File: src/rtl/bsf_pkg.sv
package bsf_pkg;
   localparam int unsigned NUM_ST = 3;
   localparam int unsigned NUM_LT = 4;
   localparam int unsigned ST_OOS = 0;
   localparam int unsigned ST_NZ  = 1;
   localparam int unsigned ST_UPD = 2;

   // sticky event vector, bit order matches the latch word
   typedef struct packed {
      logic upd;
      logic err;
      logic nz;
      logic oos;
   } lt_ev_t;
endpackage

File: src/rtl/bsf_err_count.sv
module bsf_err_count #(
   parameter int unsigned CNT_W  = 24,
   parameter bit          SAT_EN = 1'b1
) (
   input  logic             clk,
   input  logic             rst_n,
   input  logic             err,
   input  logic             snap,
   output logic [CNT_W-1:0] run_cnt,
   output logic [CNT_W-1:0] held_cnt,
   output logic             nz_next
);
   localparam logic [CNT_W-1:0] CNT_MAX = {CNT_W{1'b1}};
   localparam logic [CNT_W-1:0] CNT_ONE = {{(CNT_W-1){1'b0}}, 1'b1};

   logic [CNT_W-1:0] inc_val;
   logic [CNT_W-1:0] run_nxt;

   generate
      if (SAT_EN) begin : g_sat
         always_comb inc_val = (run_cnt == CNT_MAX) ? run_cnt : run_cnt + CNT_ONE;
      end else begin : g_wrap
         always_comb inc_val = run_cnt + CNT_ONE;
      end
   endgenerate

   always_comb begin
      if (snap)      run_nxt = err ? CNT_ONE : '0;
      else if (err)  run_nxt = inc_val;
      else           run_nxt = run_cnt;
   end

   assign nz_next = (run_nxt != '0);

   always_ff @(posedge clk) begin
      if (!rst_n) begin
         run_cnt  <= '0;
         held_cnt <= '0;
      end else begin
         run_cnt <= run_nxt;
         if (snap) held_cnt <= run_cnt;
      end
   end
endmodule

File: src/rtl/bsf_upd_track.sv
module bsf_upd_track (
   input  logic clk,
   input  logic rst_n,
   input  logic req,
   input  logic done,
   output logic req_rise,
   output logic req_fall,
   output logic st,
   output logic st_rise
);
   logic req_q;
   logic st_nxt;

   assign req_rise = req & ~req_q;
   assign req_fall = ~req & req_q;

   always_comb begin
      if (req_fall)  st_nxt = 1'b0;
      else if (done) st_nxt = 1'b1;
      else           st_nxt = st;
   end

   assign st_rise = st_nxt & ~st;

   always_ff @(posedge clk) begin
      if (!rst_n) begin
         req_q <= 1'b0;
         st    <= 1'b0;
      end else begin
         req_q <= req;
         st    <= st_nxt;
      end
   end
endmodule

File: src/rtl/bsf_sticky.sv
module bsf_sticky #(
   parameter int unsigned N = 4
) (
   input  logic         clk,
   input  logic         rst_n,
   input  logic [N-1:0] set,
   input  logic         clr_wr,
   input  logic [N-1:0] clr_mask,
   output logic [N-1:0] q
);
   generate
      for (genvar i = 0; i < N; i++) begin : g_bit
         always_ff @(posedge clk) begin
            if (!rst_n)                      q[i] <= 1'b0;
            else if (set[i])                 q[i] <= 1'b1;
            else if (clr_wr && clr_mask[i])  q[i] <= 1'b0;
         end
      end
   endgenerate
endmodule

File: src/rtl/bert_stat_flags.sv
module bert_stat_flags
   import bsf_pkg::*;
#(
   parameter int unsigned CNT_W  = 24,
   parameter bit          SAT_EN = 1'b1
) (
   input  logic                 clk,
   input  logic                 rst_n,
   input  logic                 oos_in,
   input  logic                 bit_err,
   input  logic                 upd_req,
   input  logic                 upd_done,
   input  logic                 clr_wr,
   input  logic [NUM_LT-1:0]    clr_mask,
   output logic [NUM_ST-1:0]    stat,
   output logic [NUM_LT-1:0]    latch,
   output logic [CNT_W-1:0]     held_cnt
);
   generate
      if (CNT_W < 2) begin : g_bad_width
         $error("bert_stat_flags: CNT_W must be at least 2");
      end
   endgenerate

   logic             oos_q;
   logic             req_rise;
   logic             req_fall;
   logic             upd_st;
   logic             upd_rise;
   logic [CNT_W-1:0] run_cnt;
   logic             nz_next;
   logic             nz_now;
   lt_ev_t           ev;

   always_ff @(posedge clk) begin
      if (!rst_n) oos_q <= 1'b0;
      else        oos_q <= oos_in;
   end

   bsf_upd_track u_upd (
      .clk      (clk),
      .rst_n    (rst_n),
      .req      (upd_req),
      .done     (upd_done),
      .req_rise (req_rise),
      .req_fall (req_fall),
      .st       (upd_st),
      .st_rise  (upd_rise)
   );

   bsf_err_count #(.CNT_W(CNT_W), .SAT_EN(SAT_EN)) u_cnt (
      .clk      (clk),
      .rst_n    (rst_n),
      .err      (bit_err),
      .snap     (req_rise),
      .run_cnt  (run_cnt),
      .held_cnt (held_cnt),
      .nz_next  (nz_next)
   );

   assign nz_now = (run_cnt != '0);

   always_comb begin
      ev.oos = oos_in ^ oos_q;
      ev.nz  = nz_next & ~nz_now;
      ev.err = bit_err;
      ev.upd = upd_rise;
   end

   bsf_sticky #(.N(NUM_LT)) u_lt (
      .clk      (clk),
      .rst_n    (rst_n),
      .set      (ev),
      .clr_wr   (clr_wr),
      .clr_mask (clr_mask),
      .q        (latch)
   );

   always_comb begin
      stat         = '0;
      stat[ST_OOS] = oos_q;
      stat[ST_NZ]  = nz_now;
      stat[ST_UPD] = upd_st;
   end
endmodule

File: config.mk
export PLATFORM = sky130hd
export DESIGN_NAME = bert_stat_flags
export DESIGN_NICKNAME = d
export VERILOG_FILES = /design/src/rtl/bsf_pkg.sv /design/src/rtl/bsf_err_count.sv /design/src/rtl/bsf_upd_track.sv /design/src/rtl/bsf_sticky.sv /design/src/rtl/bert_stat_flags.sv
export SDC_FILE = /design/constraint.sdc
export NUM_CORES = 1
export LEC_CHECK = 0
export CAP_MARGIN = 20
export CORE_AREA = 2 2 99 101
export CTS_BUF_LIST = sky130_fd_sc_hd__clkbuf_16
export DETAILED_ROUTE_END_ITERATION = 10
export DIE_AREA = 0 0 101 103
export HOLD_SLACK_MARGIN = 0.03
export PLACE_DENSITY = 0.61
export SLEW_MARGIN = 30
export SYNTH_ARGS = -nofsm -noshare
export SYNTH_HDL_FRONTEND = slang
export SYNTH_HIERARCHICAL = 1
export SYNTH_SLANG_ARGS = --single-unit
File: constraint.sdc
create_clock -name clk -period 5.7 [get_ports clk]
set_clock_uncertainty 0.15 [all_clocks]
set_input_delay 1.71 -clock clk [delete_from_list [all_inputs] [get_ports clk]]
set_output_delay 1.71 -clock clk [all_outputs]
set_load 0.005 [all_outputs]
# Word level (Yosys, flattened, before mapping)
# Cells that the tools add are included.
[classes]
n_addsub = 1
n_eq_ne = 1
n_mux = 14
bitwise_logic = 9
reduce_logical = 10
[op_table]
columns = ["op", "count"]
rows = [
  ["$mux 24", 3],
  ["$reduce_bool 24->1", 2],
  ["$add 24x1->24 const B", 1],
  ["$eq 24x24->1 const B", 1],
  ["$mux 1", 11],
  ["$reduce_bool 2->1", 4],
  ["$and 1x1->1", 4],
  ["$logic_and 1x1->1", 4],
  ["$not 1->1", 4],
  ["$xor 1x1->1", 1],
]
[totals]
regBits = 55
input_bits = 11
wordCells = 44

# Depth between registers and ports, before layout
# Gate-level depths: netlist (run 1).
[logic_depth]
ltp_word = 7
ltp_mapped = 12

# Hierarchy
# Netlist (run 1), hierarchy kept.
[by_module_without_submodules]
columns = ["mod", "n_inst", "cells_each", "area_each_um2"]
rows = [
  ["bsf_err_count", 1, 284, 2553.7],
  ["bsf_sticky", 1, 16, 140.1],
  ["bert_stat_flags", 1, 17, 138.9],
  ["bsf_upd_track", 1, 8, 87.6],
]

# Worst setup path before layout (run 1)
# No wires, ideal clock.
[synth_path]
path_kind = "input -> register"
start = "input port bit_err"
end = "register u_lt.q[1]"
setup_ns = 0.074
arrival_time_ns = 3.661
t_required_ns = 5.476
slack_ns = 1.815
cell_stages = 11
path_buffers = 1
path_cell_list = "clkbuf_1 nand3_1 or2_2 or4_1 a31oi_1 a2111oi_2 o21ai_1 nand3_1 nor2_1 o21ai_1 a31oi_1"
[synth_rtl]
columns = ["item", "line", "text"]
rows = [
  ["from (decl)", "bert_stat_flags.sv:10", "input logic bit_err,"],
  ["to (signal, indexed assignment)", "bsf_sticky.sv:14", "if (!rst_n) q[i] <= 1'b0;"],
  ["to (signal, indexed assignment)", "bsf_sticky.sv:15", "else if (set[i]) q[i] <= 1'b1;"],
  ["to (signal, indexed assignment)", "bsf_sticky.sv:16", "else if (clr_wr && clr_mask[i]) q[i] <= 1'b0;"],
  ["to (decl)", "bsf_sticky.sv:9", "output logic [N-1:0] q"],
]

==> results of run 1 <==
## path summary, 6_finish.rpt
| kind | startpoint | to | slack [ns] | cells past startpoint |
|---|---|---|---|---|
| worst min register to register | u_cnt/held_cnt[0]$_SDFFE_PN0P_ | u_cnt/held_cnt[0]$_SDFFE_PN0P_ | 0.37 | 2 |
| worst max register to register | u_cnt/run_cnt[0]$_SDFF_PN0_ | u_lt/q[1]$_SDFFE_PN0P_ | 2.43 | 12 |
| worst min-delay path | u_cnt/held_cnt[0]$_SDFFE_PN0P_ | u_cnt/held_cnt[0]$_SDFFE_PN0P_ | 0.37 | 2 |
| worst max-delay path | bit_err | u_lt/q[1]$_SDFFE_PN0P_ | 1.12 | 12 |
## through the flow
step | power [mW] | setup slack, ns | std cells
6_report | 0.8385 | 1.117 | 467
5_1_grt | 0.8743 | 0.9106 | 467
4_1_cts | 0.8524 | 1.130 | 467
3_5_place_dp | 0.4633 | 0.8060 | 459
3_3_place_gp | 0.4629 | 0.9397 | 459
2_1_floorplan | 0.4373 | 1.815 | 325
## where the power goes
group          internal (mW)  total [mW]  switching (mW)
sequential             0.389       0.394         0.00479
clock                  0.250       0.385           0.134
combinational         0.0313      0.0598          0.0286
total                  0.671       0.838           0.168
## worst register-to-register path, cell delays in order (launching register included)
cell,delay (ns)
dfxtp_1,0.56
ha_1,0.33
nand2_1,0.18
nor4_2,0.42
and3_1,0.25
mux2i_1,0.30
a31oi_1,0.16
a2111oi_2,0.39
o21ai_1,0.11
nand3_1,0.08
nor2_1,0.05
o21ai_1,0.11
a31oi_1,0.05
## kinds of logic (layout without fill, tap and decap cells)
logic type	Yosys count	after routing	synth area share (%)
buf+inv	29	57	4.499
mux	27	27	9.255
fa+ha+maj	1	1	0.4284
xor+xnor	19	19	5.698
compound gates	52	52	12.21
simple gates	142	142	30.21
flops	55	55	37.70
## flip-flops by register name (all words and copies together) (netlist names)
name and count:
u_cnt/run_cnt 24, u_upd/req_q 1, u_upd/st 1, oos_q 1
u_lt/q 4, u_cnt/held_cnt 24
## metal layers
layer | vias to the layer above | wire length [um] | GRT usage, % | part of all wire (%)
met4 | 0 | 95 | 4.054 | 1.2
met2 | 85 | 3666 | 25.33 | 47
met3 | 8 | 381 | 2.780 | 4.8
met5 | - | 0 | 0 | 0
met1 | 1249 | 3716 | 21.39 | 47
li1 | 1239 | - | - | -
## cell usage in the layout, fill, tap and decap left out, types with 6 or more instances in the layout
| master | synthesis | routed |
|---|---|---|
| a21oi_1 | 8 | 8 |
| xor2_1 | 7 | 7 |
| a211oi_1 | 6 | 6 |
| a31oi_1 | 8 | 8 |
| and3_1 | 11 | 11 |
| dfxtp_1 | 55 | 55 |
| xnor2_1 | 12 | 12 |
| o21ai_0 | 8 | 8 |
| clkdlybuf4s50_1 | 0 | 41 |
| nor4_1 | 10 | 10 |
| nand3_1 | 11 | 11 |
| nand4_1 | 11 | 11 |
| nor2_1 | 22 | 22 |
| mux2i_1 | 27 | 27 |
| nand2_1 | 15 | 15 |
| nor2b_1 | 27 | 26 |
## area by class of cell
cell class	instances	area (um2)
timing repair buffer	44	432.9
tap	114	142.6
fill	983	5879
multi-input combinational	241	1695
sequential	55	1101
clock buffer	5	125.1
clock inverter	3	63.81
inverter	5	18.77
==> impl_metrics.yaml, run 1 <==
sta:
  finalCriticalPeriod_ns: 4.583
  hold_viol_final: 0
  grt_setup_unrepaired: "no"
  setup_tns_ns: 0
  relSlewSlack_pct: 51.67
  max_freq_ghz: 0.2182
  whs_ns: 0.3664
  slew_violations: 0
  period_share_pct: 80.41
  tightest_slew_ns: 0.7067
  finalSetupViolCount: 0
detailed_routing:
  drt_iter0_drc: 186
  wl_mm: 7.860
  post_drt_wl_per_cell_um: 16.83
  drc_errors: 0
  vias: 2581
  routed_via_density: 5.527
  ant_nets: 0
  first_pass_iters: 4
synthesis:
  synth.cell_area_um2: 2920
  syn_inst: 325
  synth_top_cell_by_area: "dfxtp_1"
  synth-seq-area-share_pct: 37.70
  syn_area_per_cell_um2: 8.986
  ys.flop_type: "dfxtp_1"
  yosysWarnings: 6
  yosysUniqueCellTypes: 50
  syn-num-nets: 337
  synth_most_common_cell: "dfxtp_1"
  synthDominantCellAreaShare_pct: 37.70
  synth_top_cells_by_count: "dfxtp_1, mux2i_1, nor2b_1, nor2_1, nand2_1"
  synth-edff-count: 0
  synth_async_sr_flop_share_pct: 0
  ys_top_cells_by_area: "dfxtp_1, mux2i_1, nor2b_1"
  synth_seq_cells: 55
global_route:
  grt_pass1_wl_mm: 12.91
  grt_max_degree: 37
  grt.total_usage_pct: 15.57
  grt.overflow.total: 0
  grt_antenna_before_repair: 0
  first_global_vias: 2440
placed_design:
  place_hpwl_mm: 5.546
  placed_cell_area_um2: 3391
  io_buffers: 41
  gp_congestion: 0.9091
clock_tree:
  cts_tree: "yes"
  clock_latency_ns: 0.29
  cts-root-buf: "clkbuf_16"
  cts.path.max_buffers: 2
  hold_buffers: 0
  ctsResizeCount: 0
  htree_levels: 2
  clk_pin_slew_ns: 0.07
  cts-buffers-inserted: 5
  cts_setup_buffers: 0
  clock-sinks: 55
floorplan:
  die_area_um2: 10400
  core_area_um2: 9459
  dieWidth_um: 101
  die_h_um: 103
  io_pins: 42
  fp-row-count: 36
  start_util_pct: 30.87
setup_path:
  cp.required_ns: 5.72
  slowest_delay_ns: 0.72
  critical-path-top-delay-family: "simple AND/OR/NAND/NOR gates"
  start_kind: "input pin"
  crit_path_cell_trace: "clkdlybuf4s50_1 > nand2_1 > nor4_2 > and3_1 > mux2i_1 > a31oi_1 > a2111oi_2 > o21ai_1 > nand3_1 > nor2_1 > o21ai_1 > a31oi_1"
  endpoint_kind: "flop"
  crit_arrival_ns: 4.60
  crit_fanout: 13
  crit_type: "input pin to flop"
  cp_slowest_cell: "clkdlybuf4s50_1"
  timing.critical_path.buf_inv: 1
worst_hold_path:
  hold_path_class: "flop to flop"
layout:
  drive_above_1_share_pct: 8.215
  n_antenna_cell: 0
  syn2layout_area_growth_pct: 22.58
  nNetsFinal: 364
  final_cell_area_um2: 3580
  post-route-util_pct: 37.84
power:
  power.leakage_nw: 1.249
  power_density_nw_per_um2: 234.2
  ir_worst_vdd_uv: 108.4
outcome:
  status: "completed"
flow_run:
  maxCapViolations: 0
Note: power is estimated with default switching activity, not from simulation.
==> run 2: changes to the inputs <==
- PLACE_DENSITY: 0.61 -> 0.63
- clock period: 5.7 -> 4 ns (I/O delays scaled with it)
==> run 2 against run 1 <==
Count of clock-buffer cells in the layout unchanged; combinational power up 50%; total power up 44%; design area up 3.3%; critical path depth up 1; sequential share of layout area down 0.99 points; via count up 1.4%; worst setup slack worse by 0.87 ns; non-clock buffer count up 15; flip-flop and latch count unchanged; utilization up 1.3 points; sequential power up 43%; largest cell class unchanged; largest power group unchanged.
==> impl_metrics.yaml, run 2 (synthesis gave the netlist of run 1 again) <==
detailed_routing:
  ant_nets: 0
  post_drt_wl_per_cell_um: 16.89
  vias: 2618
  wl_mm: 8.142
  drc_errors: 0
  drt_iter0_drc: 229
  routed_via_density: 5.432
  first_pass_iters: 5
power:
  power_density_nw_per_um2: 325.4
  switching_power_mw: 0.2446
  pwr-share-seq_pct: 46.7
  internal_power_mw: 0.9589
  switching_share_pct: 20.33
  pwr-share-clk_pct: 45.9
  ir_worst_vdd_uv: 226.6
  pwr-share-comb_pct: 7.5
  power.total_mw: 1.204
  power.leakage_nw: 1.320
clock_tree:
  clk_pin_slew_ns: 0.07
  cts-buffers-inserted: 5
  htree_levels: 2
  cts.path.max_buffers: 2
  cts_setup_buffers: 0
  cts_tree: "yes"
  clock_latency_ns: 0.29
  clock-sinks: 55
  cts-root-buf: "clkbuf_16"
layout:
  final_cell_area_um2: 3699
  layout_common_cells: "dfxtp_1, clkdlybuf4s50_1, mux2i_1"
  drive_above_1_share_pct: 12.23
  nNetsFinal: 379
  final_common_cell: "dfxtp_1"
  reg_top3: "u_cnt/held_cnt x24, u_cnt/run_cnt x24, u_lt/q x4"
  n_antenna_cell: 0
  post-route-util_pct: 39.10
  syn2layout_area_growth_pct: 26.65
sta:
  finalSetupViolCount: 0
  slew_violations: 0
  max_freq_ghz: 0.2664
  hold_viol_final: 0
  finalCriticalPeriod_ns: 3.754
  period_share_pct: 93.86
  grt_setup_unrepaired: "no"
  worst_slack_ns: 0.2457
  tightest_slew_ns: 0.6419
  relSlewSlack_pct: 57.07
placed_design:
  io_buffers: 41
  placed_cell_area_um2: 3503
  place_hpwl_mm: 5.718
  gp_congestion: 0.9298
  pre_cts_ws_ns: -0.0002178
setup_path:
  crit_arrival_ns: 3.78
  cp_slowest_cell: "clkdlybuf4s50_1"
  cp.required_ns: 4.02
  crit_path_cell_trace: "clkdlybuf4s50_1 > nand2_1 > or4_1 > buf_4 > a21oi_1 > xnor2_1 > a31oi_1 > a2111oi_2 > o21ai_1 > nand3_1 > nor2_1 > o21ai_1 > a31oi_1"
  crit_fanout: 4
  crit_type: "input pin to flop"
  start_kind: "input pin"
  critical-path-top-delay-family: "compound AO/OA/AOI/OAI gates"
  slowest_delay_ns: 0.54
  endpoint_kind: "flop"
  timing.critical_path.buf_inv: 2
global_route:
  grt_antenna_before_repair: 0
  grt_max_degree: 21
  first_global_vias: 2474
  grt_util_met3_pct: 2.712
  grt.total_usage_pct: 15.77
  grt.overflow.total: 0
  grt_pass1_wl_mm: 12.96
  use_met2_pct: 25.18
  gr-max-usage-layer: "met2"
  gr-usage-met1_pct: 21.76
outcome:
  status: "completed"
flow_run:
  maxCapViolations: 0
floorplan:
  start_util_pct: 30.87
  dieWidth_um: 101
  die_h_um: 103
  io_pins: 42
  fp-row-count: 36
  core_area_um2: 9459
  die_area_um2: 10400
worst_hold_path:
  hold_path_class: "flop to flop"
run 2: cell types whose count changed in the layout (fill, tap and decap cells not counted):
cell    previous run  this run
buf_4              3        18
nor4_1            10         9
nor4_2             5         6
run 2: layout make-up:
| type | instances | area (um2) |
|---|---|---|
| Fill cell | 945 | 5761 |
| Tap cell | 114 | 142.6 |
| Sequential cell | 55 | 1101 |
| Clock buffer | 5 | 125.1 |
| Inverter | 5 | 18.77 |
| Multi-Input combinational cell | 241 | 1702 |
| Clock inverter | 3 | 63.81 |
| Timing Repair Buffer | 59 | 545.5 |
run 2: power by group through the flow:
stage,clock [mW],combinational (mW),sequential (mW)
final,0.552,0.0899,0.562
after CTS,0.569,0.0896,0.562
after global routing,0.587,0.0982,0.563
after detailed placement,0,0.0891,0.575
after global placement,0,0.0881,0.574
after floorplan,0,0.0513,0.572
run 2: final timing paths:
| check | from | endpoint | slack (ns) | depth (start not counted) |
|---|---|---|---|---|
| worst max register to register | u_cnt/run_cnt[0]$_SDFF_PN0_ | u_lt/q[1]$_SDFFE_PN0P_ | 0.73 | 13 |
| worst min register to register | u_cnt/held_cnt[2]$_SDFFE_PN0P_ | u_cnt/held_cnt[2]$_SDFFE_PN0P_ | 0.36 | 2 |
| worst min-delay path | u_cnt/held_cnt[2]$_SDFFE_PN0P_ | u_cnt/held_cnt[2]$_SDFFE_PN0P_ | 0.36 | 2 |
| worst max-delay path | bit_err | u_lt/q[1]$_SDFFE_PN0P_ | 0.25 | 13 |
run 2: layer usage:
metal | wire length (um) | part of all wire, %
met1 | 3775 | 46
met2 | 3716 | 46
met3 | 452 | 5.6
met4 | 197 | 2.4
met5 | 0 | 0
run 2: repair_timing:
item	4_1_cts	5_1_grt
gates resized for setup	0	1
hold buffers	0	0
setup endpoints to repair	0	1
run 2: worst min-delay path, cell delays in order (launching register included):
cell     delay (ns)
dfxtp_1        0.33
mux2i_1        0.06
nor2b_1        0.09
run 2: per-stage QoR:
step	std cells	setup TNS, ns	hold WS, ns
global placement	474	0	0.3474
finish	482	0	0.3650
CTS	482	0	0.3710
floorplan	325	0	0.3568
global route	482	0	0.3865
detailed placement	474	-0.0002178	0.3525
==> run 3: changes to the inputs <==
- PLACE_DENSITY: 0.63 -> 0.61
- SLEW_MARGIN: 30 -> 10
- clock period: 4 -> 4.4 ns (I/O delays scaled with it)
==> run 3 against run 2 <==
Register-to-register slack improved by 0.32 ns; sequential share of layout area grew 1.0 points; cell count shrank 1.9%; design area decreased by 3.4%; first-iteration DRC count fell by 40%; combinational power down 14%; routed wire length increased by 0.38%; count of clock-buffer cells in the layout is the same; via count fell by 0.69%; utilization is 1.3 points lower; die area unchanged; worst setup slack improved by 0.28 ns.
==> impl_metrics.yaml, run 3 (synthesis gave the netlist of run 1 again) <==
outcome:
  status: "completed"
layout:
  reg_top3: "u_cnt/held_cnt x24, u_cnt/run_cnt x24, u_lt/q x4"
  fin_cells: 473
  layout_common_cells: "dfxtp_1, clkdlybuf4s50_1, mux2i_1"
  post-route-util_pct: 37.78
  n_antenna_cell: 0
  drive_above_1_share_pct: 9.471
  final_common_cell: "dfxtp_1"
  syn2layout_area_growth_pct: 22.37
  nNetsFinal: 370
placed_design:
  io_buffers: 41
  pre_cts_ws_ns: 0.2809
  gp_congestion: 0.8379
  place_hpwl_mm: 5.722
  dp.cells: 465
setup_path:
  timing.critical_path.buf_inv: 2
  r2r_start: "u_cnt/run_cnt[0]$_SDFF_PN0_"
  start_kind: "input pin"
  reg2reg_slack_ns: 1.05
  critical-path-top-delay-family: "simple AND/OR/NAND/NOR gates"
  cp_slowest_cell: "clkdlybuf4s50_1"
  cp.required_ns: 4.42
  rr_worst_depth: 13
  crit_path_cell_trace: "clkdlybuf4s50_1 > nand3_1 > buf_4 > nor4_1 > o21ai_2 > a211oi_1 > o211ai_1 > nor4_1 > o21ai_1 > nand3_1 > nor2_1 > o21ai_1 > a31oi_1"
  slowest_delay_ns: 0.51
  crit_fanout: 4
  crit_type: "input pin to flop"
  crit_arrival_ns: 3.90
  reg2reg_to: "u_lt/q[1]$_SDFFE_PN0P_"
  endpoint_kind: "flop"
detailed_routing:
  first_pass_iters: 5
  drc_errors: 0
  drt_iter0_drc: 138
  post_drt_wl_per_cell_um: 17.28
  vias: 2600
  ant_nets: 0
  routed_via_density: 5.497
  wl_mm: 8.173
power:
  ir_worst_vdd_uv: 160.7
  power_density_nw_per_um2: 271.0
  power.leakage_nw: 1.258
clock_tree:
  clk_pin_slew_ns: 0.07
  hold_buffers: 0
  ctsResizeCount: 0
  cts-root-buf: "clkbuf_16"
  clock_latency_ns: 0.29
  cts.path.max_buffers: 2
  cts_setup_buffers: 0
  htree_levels: 2
  clock-sinks: 55
  cts-buffers-inserted: 5
  cts_tree: "yes"
worst_hold_path:
  min-delay-start: "u_cnt/held_cnt[21]$_SDFFE_PN0P_"
  hold_path_class: "flop to flop"
  min_to: "u_cnt/held_cnt[21]$_SDFFE_PN0P_"
  holdPathStages: 2
global_route:
  grt_pass1_wl_mm: 13.47
  first_global_vias: 2501
  grt.total_usage_pct: 16.33
  grt_antenna_before_repair: 0
  grt_max_degree: 36
  grt.overflow.total: 0
floorplan:
  start_util_pct: 30.87
  die_area_um2: 10400
  dieWidth_um: 101
  fp-row-count: 36
  core_area_um2: 9459
  io_pins: 42
  die_h_um: 103
flow_run:
  maxCapViolations: 0
sta:
  relSlewSlack_pct: 51.31
  period_share_pct: 88.01
  tightest_slew_ns: 0.7286
  max_freq_ghz: 0.2582
  setup_tns_ns: 0
  grt_setup_unrepaired: "no"
  worst_slack_ns: 0.5275
  finalCriticalPeriod_ns: 3.873
  slew_violations: 0
  finalSetupViolCount: 0
  hold_viol_final: 0
## run 3: cell count changes in the layout (fill, tap and decap cells not counted), sizes merged
cell / previous run / this run
bufinv: 2 / 0
clkinv: 1 / 2
buf: 18 / 9
inv: 5 / 6
## run 3: worst reg2reg max path, delay by kind of cell (launching register included)
family	cells	cell delay, ns
AND/OR/NAND/NOR	6	1.36
flip-flops	1	0.58
AO/OA/AOI/OAI	5	0.60
adder cells (fa/ha/maj)	1	0.36
buffers and inverters	1	0.18
## run 3: per-stage QoR
stage	hold WS (ns)	total power [mW]	instance area (um2)
after floorplan	0.3568	0.5665	2920
after global placement	0.3456	0.5999	3436
after detailed placement	0.3573	0.6010	3436
after CTS	0.3751	0.9859	3573
after global routing	0.3877	1.015	3573
final	0.3680	0.9682	3573
## run 3: power by group
group | switching (mW) | internal, mW
clock | 0.173 | 0.206
sequential | 0.00666 | 0.504
combinational | 0.0366 | 0.0409
## run 3: how the worst max path moves through the flow
stage          cells past startpoint                     end     from  slack (ns)
4_1_cts                           12  u_lt/q[1]$_SDFFE_PN0P_  bit_err        0.59
3_3_place_gp                      13  u_lt/q[1]$_SDFFE_PN0P_  bit_err        0.29
2_1_floorplan                     11  u_lt/q[1]$_SDFFE_PN0P_  bit_err        0.90
6_report                          13  u_lt/q[1]$_SDFFE_PN0P_  bit_err        0.53
3_5_place_dp                      12  u_lt/q[1]$_SDFFE_PN0P_  bit_err        0.28
5_1_grt                           12  u_lt/q[1]$_SDFFE_PN0P_  bit_err        0.31
## run 3: area by class of cell
type / instances / area [um2]
clock buffer: 5 / 125.1
clock inverter: 3 / 12.51
fill: 964 / 5886
inverter: 5 / 18.77
multi-input combinational: 241 / 1695
sequential: 55 / 1101
tap: 114 / 142.6
timing repair buffer: 50 / 478.0
## run 3: routing by layer
| layer | share of wire [%] | global-route usage, % |
|---|---|---|
| met3 | 4.8 | 2.441 |
| met1 | 46 | 22.41 |
| met4 | 1.4 | 4.470 |
| met5 | 0 | 0 |
| met2 | 47 | 26.87 |
